<file path="src/rtl/wram_dec_pkg.sv">
package wram_dec_pkg;

  // Bus inputs that need synchronizing before the RAM decode.
  typedef struct packed {
    logic m2;
    logic romsel_n;
    logic a14;
    logic a13;
  } bus_in_t;

  // Round a time span up to whole sampling cycles.
  function automatic int unsigned ps_to_cycles(input int unsigned span_ps,
                                               input int unsigned clk_ps);
    return (span_ps + clk_ps - 1) / clk_ps;
  endfunction

  // Bits needed to hold the values 0..maxv (at least one bit).
  function automatic int unsigned cnt_bits(input int unsigned maxv);
    return (maxv < 2) ? 1 : $clog2(maxv + 1);
  endfunction

endpackage

</file>
<file path="src/rtl/wram_sync.sv">
module wram_sync #(
  parameter int unsigned WIDTH  = 4,
  parameter int unsigned STAGES = 2
) (
  input  logic             clk,
  input  logic             rst,
  input  logic [WIDTH-1:0] d,
  output logic [WIDTH-1:0] q
);

  logic [WIDTH-1:0] stg [STAGES];

  always_ff @(posedge clk) begin
    if (rst) begin
      for (int i = 0; i < STAGES; i++) stg[i] <= '0;
    end else begin
      stg[0] <= d;
      for (int i = 1; i < STAGES; i++) stg[i] <= stg[i-1];
    end
  end

  assign q = stg[STAGES-1];

endmodule

</file>
<file path="src/rtl/wram_m2_delay.sv">
module wram_m2_delay #(
  parameter int unsigned DEPTH = 7
) (
  input  logic clk,
  input  logic rst,
  input  logic m2_s,
  output logic m2_late
);

  generate
    if (DEPTH == 0) begin : g_none
      assign m2_late = m2_s;
    end else begin : g_line
      logic [DEPTH-1:0] line_q;
      always_ff @(posedge clk) begin
        if (rst) begin
          line_q <= '0;
        end else begin
          line_q[0] <= m2_s;
          for (int i = 1; i < DEPTH; i++) line_q[i] <= line_q[i-1];
        end
      end
      assign m2_late = line_q[DEPTH-1];
    end
  endgenerate

endmodule

</file>
<file path="src/rtl/wram_sel_filter.sv">
module wram_sel_filter
  import wram_dec_pkg::*;
#(
  parameter int unsigned GLITCH_CYC = 2,
  parameter int unsigned MIN_CYC    = 10
) (
  input  logic clk,
  input  logic rst,
  input  logic hit,
  output logic sel
);

  localparam int unsigned GW = cnt_bits(GLITCH_CYC);
  localparam int unsigned HW = cnt_bits(MIN_CYC);
  localparam logic [GW-1:0] RUN_MAX  = GW'(GLITCH_CYC - 1);
  localparam logic [HW-1:0] HOLD_MAX = HW'(MIN_CYC - 1);

  logic [GW-1:0] run_q;
  logic [HW-1:0] hold_q;
  logic          accept;
  logic          may_release;

  // Current cycle plus run_q earlier ones reach the glitch threshold.
  assign accept      = hit && (run_q >= RUN_MAX);
  assign may_release = (hold_q >= HOLD_MAX);

  always_ff @(posedge clk) begin
    if (rst || !hit)          run_q <= '0;
    else if (run_q != RUN_MAX) run_q <= run_q + 1'b1;
  end

  always_ff @(posedge clk) begin
    if (rst || !sel)            hold_q <= '0;
    else if (hold_q != HOLD_MAX) hold_q <= hold_q + 1'b1;
  end

  always_ff @(posedge clk) begin
    if (rst)                         sel <= 1'b0;
    else if (!sel)                   sel <= accept;
    else if (!hit && may_release)    sel <= 1'b0;
  end

endmodule

</file>
<file path="src/rtl/wram_sel_dec.sv">
module wram_sel_dec
  import wram_dec_pkg::*;
#(
  parameter int unsigned CLK_PS        = 5000,
  parameter int unsigned LAG_PS        = 33000,
  parameter int unsigned MIN_STROBE_PS = 50000,
  parameter int unsigned GLITCH_CYC    = 2,
  parameter int unsigned SYNC_STAGES   = 2
) (
  input  logic clk,
  input  logic rst,
  input  logic cpu_m2,
  input  logic romsel_n,
  input  logic addr_a14,
  input  logic addr_a13,
  input  logic cpu_rw,
  input  logic wr_protect,
  output logic ram_ce_n,
  output logic ram_we_n,
  output logic ram_oe_n,
  output logic rom_ce_n,
  output logic rom_oe_n
);

  localparam int unsigned DELAY_CYC = ps_to_cycles(LAG_PS, CLK_PS);
  localparam int unsigned MIN_CYC   = ps_to_cycles(MIN_STROBE_PS, CLK_PS);

  bus_in_t bus_raw;
  bus_in_t bus_s;

  // Named internal events used by the checker.
  logic m2_sync;
  logic m2_late;
  logic m2_qual;
  logic dec_hit;
  logic sel_q;

  // Reset forces phase-2 low, like a pulldown on a floating line.
  always_comb begin
    bus_raw.m2       = cpu_m2 & ~rst;
    bus_raw.romsel_n = romsel_n;
    bus_raw.a14      = addr_a14;
    bus_raw.a13      = addr_a13;
  end

  wram_sync #(
    .WIDTH ($bits(bus_in_t)),
    .STAGES(SYNC_STAGES)
  ) u_sync (
    .clk(clk),
    .rst(rst),
    .d  (bus_raw),
    .q  (bus_s)
  );

  assign m2_sync = bus_s.m2;

  wram_m2_delay #(
    .DEPTH(DELAY_CYC)
  ) u_dly (
    .clk    (clk),
    .rst    (rst),
    .m2_s   (m2_sync),
    .m2_late(m2_late)
  );

  // The rising edge is delayed; the falling edge follows the synced line.
  assign m2_qual = m2_late & m2_sync;
  assign dec_hit = m2_qual & bus_s.romsel_n & bus_s.a14 & bus_s.a13;

  wram_sel_filter #(
    .GLITCH_CYC(GLITCH_CYC),
    .MIN_CYC   (MIN_CYC)
  ) u_filt (
    .clk(clk),
    .rst(rst),
    .hit(dec_hit),
    .sel(sel_q)
  );

  assign ram_ce_n = ~(sel_q & ~rst);
  assign ram_we_n = wr_protect | cpu_rw;
  assign ram_oe_n = 1'b0;
  assign rom_ce_n = romsel_n;
  assign rom_oe_n = ~cpu_rw;

endmodule

</file>
<file path="config.mk">
export PLATFORM = sky130hd
export DESIGN_NAME = wram_sel_dec
export DESIGN_NICKNAME = d
export VERILOG_FILES = /design/src/rtl/wram_dec_pkg.sv /design/src/rtl/wram_sync.sv /design/src/rtl/wram_m2_delay.sv /design/src/rtl/wram_sel_filter.sv /design/src/rtl/wram_sel_dec.sv
export SDC_FILE = /design/constraint.sdc
export NUM_CORES = 1
export LEC_CHECK = 0
export ABC_CLOCK_PERIOD_IN_PS = 1440
export BUFFER_PORTS_ARGS = -buffer_cell sky130_fd_sc_hd__buf_2
export CAP_MARGIN = 40
export CORE_MARGIN = 3
export CORE_UTILIZATION = 40
export CTS_BUF_LIST = sky130_fd_sc_hd__clkbuf_4 sky130_fd_sc_hd__clkbuf_8 sky130_fd_sc_hd__clkbuf_16
export DETAILED_ROUTE_END_ITERATION = 16
export HOLD_SLACK_MARGIN = 0.06
export PLACE_DENSITY_LB_ADDON = 0.25
export SYNTH_ARGS = -nofsm -noshare
export SYNTH_HDL_FRONTEND = slang
export SYNTH_SLANG_ARGS = --single-unit
</file>
<file path="constraint.sdc">
create_clock -name clk -period 1.44 [get_ports clk]
set_input_delay 0.288 -clock clk [delete_from_list [all_inputs] [get_ports clk]]
set_output_delay 0.288 -clock clk [all_outputs]
set_load 0.005 [all_outputs]
</file>
==> summary by stage <==
STA
The largest clock skew in the final design is 6.158 ps. Of the available clock period, the critical path in the final layout requires 0.8099. The total negative slack is 0 ps. Setup repair after global routing left no endpoint under its margin.

The timing-limited maximum frequency is 0.8574 GHz. The number of pins exceeding their max-slew limit in the final report is 0. Subtracting the final worst setup slack from the clock period gives 1166 ps. In the post-route analysis, the smallest setup slack over all paths is 273.7 ps. The setup violation total in the final timing report is 0. The number of failing hold endpoints at the final stage is 0.

Placed design
The pre-CTS setup slack is roughly 270 ps. Input and output buffers added on the ports amount to 11. The wire-length estimate of the detail-placed layout is 740.9 um. The total cell area at the placement stage is 880.8 um^2. The routability congestion estimate is 0.7382.

Power and ir drop
Of the total power, combinational logic draws 0.029. The static leakage is ~0.39 nW. The share of total power dissipated in sequential elements is 0.563.

The internal power of the cells totals 0.9201 mW. The portion of total power attributed to the clock network is 0.408. The worst supply voltage drop on vdd is 1002 uV.

Dividing total power by cell area gives a power density of ~1200 mW/mm^2. Of the total power, the share spent switching nets is 0.1684. The analysis attributes to net switching a power of 0.1863 mW.

GRT
Entering global routing, the biggest net connects 19 pins. The global route total overflow is 0. For this run, the total global-route usage over all layers was measured as 0.1003. The wire length of the first global-routing pass is about 2000 um. The number of antenna violations at the first check in global routing came to 0. The number of global-route vias before repair came to approximately 490.

Synthesis
Synthesis produced a netlist whose cell count is 77. In this run, synthesis produced a sequential element count of 22. The commonest cells after synthesis are dfxtp_1 (22), nor2b_1 (9), inv_1 (6), nor2_1 (6). The most common cell in the synthesized netlist is dfxtp_1. The post-synthesis cell type count is 23. The mean instance size in the synthesized netlist is 10.48 um^2. The number of enable-type register cells in the synthesized netlist is 0. The cell type with the largest total area after synthesis is dfxtp_1. The count of synthesis-stage warnings from yosys is 0. Of the synthesized area, sequential elements account for 0.5457. The proportion of synthesized flip-flops having asynchronous set or reset is 0. In the post-synthesis netlist, the biggest area contributors are dfxtp_1 (55%), ha_1 (7.8%), nor2b_1 (7.0%).

The number of nets in the synthesized netlist is 90. The cell area that synthesis handed to floorplanning was between 800 and 900 um^2. The most used flip-flop cell after synthesis is dfxtp_1. Of the post-synthesis cell area, the dominant cell type holds 0.5457.

Worst setup path
On the worst path, the slowest cell contributes a delay of ~380 ps. The required time at the endpoint of the critical path is 1640 ps. The biggest fanout along the worst timing path is 4. In this run the critical register-to-register path is launched from u_filt.hold_q[1]. The setup check on the worst reg-to-reg path leaves a slack of 270 ps. The destination of the worst register-to-register timing path is u_filt.hold_q[1]. The last element of the critical path is u_filt.hold_q[1]. The critical path data arrival time is 1370 ps. The startpoint of the most critical setup path is u_filt.hold_q[1]. The number of cells on the worst reg-to-reg path is 5. The worst setup path is launched from a flip-flop. On the critical path, the stage with the largest delay is an instance of dfxtp_1.

The type of the worst setup path is reg -> reg. The worst setup path is captured at a flip-flop. Walking the worst path, the cells encountered are inv_1, ha_1, nand3b_1, mux2i_1, nor2_1.

CTS
The count of cells resized by post-cts repair is 0. In this run, post-CTS hold repair placed 0 buffers. After clock tree synthesis, the setup repair step added 0 buffers. The CTS tree is built.

CTS built an H-tree with a depth of 1. The tree is rooted in a clkbuf_4. The largest buffer count on any clock path is 2. The total clock sinks is 22. TritonCTS created 3 clock buffers.

The clock reaches the later pin of the worst-skew pair after 300 ps. After clock tree synthesis, the clock-pin slew on the worst setup and hold paths is ~120 ps.

Finish
The area growth from synthesis to final layout is 15.66%. For this run, the post-layout net count is 104. The final-layout fill cell count is 181. The cell area after layout is 933.4 um^2. The total inserted antenna cells is 0. At the end of the flow the core is filled with cells to 0.5127. The fraction of layout cells with a size suffix above 1 is 0.2000.

Floorplanning
In this run the vertical extent of the chip is 50.92 um. The core area is 0.001821 mm^2. Row generation in the floorplan step produced 15 rows. The die outline width is 50.92 um. The area of the die is 0.002592 mm^2.

The number of top-level pins is 13. The initial core utilization is 0.4433.

Detailed routing
In this run the remaining antenna-violating nets after routing total 0. After the first detailed-routing iteration, the DRC count stood at 1. The detail-routed via count per cell is between 4 and 5. The first-pass iteration count of the detailed router is 2.

The detailed router placed 488 vias in this run. For this run, design rule violations remaining after detail routing come to 0. The total routed wirelength is 989 um. The average wire length per cell after detail routing is approximately 8.6 um.

Min path
The classification of the worst-slack hold path is in -> reg.

Status
The run finished with clean final reports.

Job
The tool flagged a number of max-cap violations equal to 0.
## sequential cells by signal, indices dropped and copies added (netlist names)
register,count
u_filt.run_q,2
u_filt.hold_q,4
u_dly.g_line.line_q,7
u_sync.stg,8
u_filt.sel,1
## placed cells by master (no fill, tap or decap), drive strengths merged, types with 2 or more instances in the layout
| master | netlist | final |
|---|---|---|
| and2b | 5 | 5 |
| buf | 3 | 12 |
| clkbuf | 0 | 3 |
| dfxtp | 22 | 22 |
| ha | 5 | 5 |
| inv | 6 | 6 |
| mux2i | 2 | 2 |
| nand2 | 2 | 2 |
| nand2b | 2 | 2 |
| nand3 | 2 | 2 |
| nand3b | 2 | 2 |
| nor2 | 6 | 6 |
| nor2b | 10 | 10 |
| xor2 | 2 | 2 |
## layer usage
metal | GRT usage | wire length (um)
met1 | 0.1216 | 484
met2 | 0.1609 | 445
met3 | 0.01749 | 43
met4 | 0.06726 | 14
met5 | 0 | 0
## power by group through the flow
stage	clock, mW	sequential [mW]	combinational [mW]
finish	0.452	0.623	0.0320
CTS	0.463	0.623	0.0329
global route	0.493	0.624	0.0376
detailed placement	0	0.637	0.0327
floorplan	0	0.636	0.0210
global placement	0	0.637	0.0321
## logic make-up after synthesis
logic type               after synthesis  share of synthesized area
XOR/XNOR                               3                    0.03256
multiplexers                           2                    0.02481
AND/OR/NAND/NOR                       31                     0.2264
flip-flops                            22                     0.5457
adder cells (fa/ha/maj)                5                    0.07752
other                                  1                   0.004647
buffers and inverters                  9                    0.05270
AO/OA/AOI/OAI                          4                    0.03565
## how the worst min path moves through the flow
| stage | startpoint | to | cells after the start |
|---|---|---|---|
| final | cpu_m2 | u_sync.stg[0][3] | 2 |
| after global routing | addr_a14 | u_sync.stg[0][1] | 2 |
| after CTS | addr_a14 | u_sync.stg[0][1] | 2 |
| after detailed placement | u_sync.stg[0][1] | u_sync.stg[0][5] | 1 |
| after global placement | u_dly.g_line.line_q[2] | u_dly.g_line.line_q[3] | 1 |
| after floorplan | u_sync.stg[0][0] | u_sync.stg[0][4] | 1 |
## through the flow
| stage | power (mW) | std cells | hold slack, ps |
|---|---|---|---|
| CTS | 1.119 | 115 | 180.9 |
| finish | 1.106 | 115 | 186.9 |
| global placement | 0.6690 | 111 | 415.9 |
| floorplan | 0.6571 | 77 | 410.9 |
| global route | 1.155 | 115 | 166.5 |
| detailed placement | 0.6696 | 111 | 419.8 |
## layout make-up
cell class,count,area [um^2],area share
inverter,6,22.52,0.02413
clock inverter,1,30.03,0.03217
timing repair buffer,12,62.56,0.06702
clock buffer,3,22.52,0.02413
multi-input combinational,46,324.1,0.3472
sequential,22,440.4,0.4718
tap,25,31.28,0.03351
## critical path, delay by kind of cell, from the launching register on
kind                     cells  cell delay (ps)
AND/OR/NAND/NOR              2              200
buffers and inverters        1               80
adder cells (fa/ha/maj)      1              210
flip-flops                   1              380
multiplexers                 1              200
Note: power is estimated with default switching activity, not from simulation.
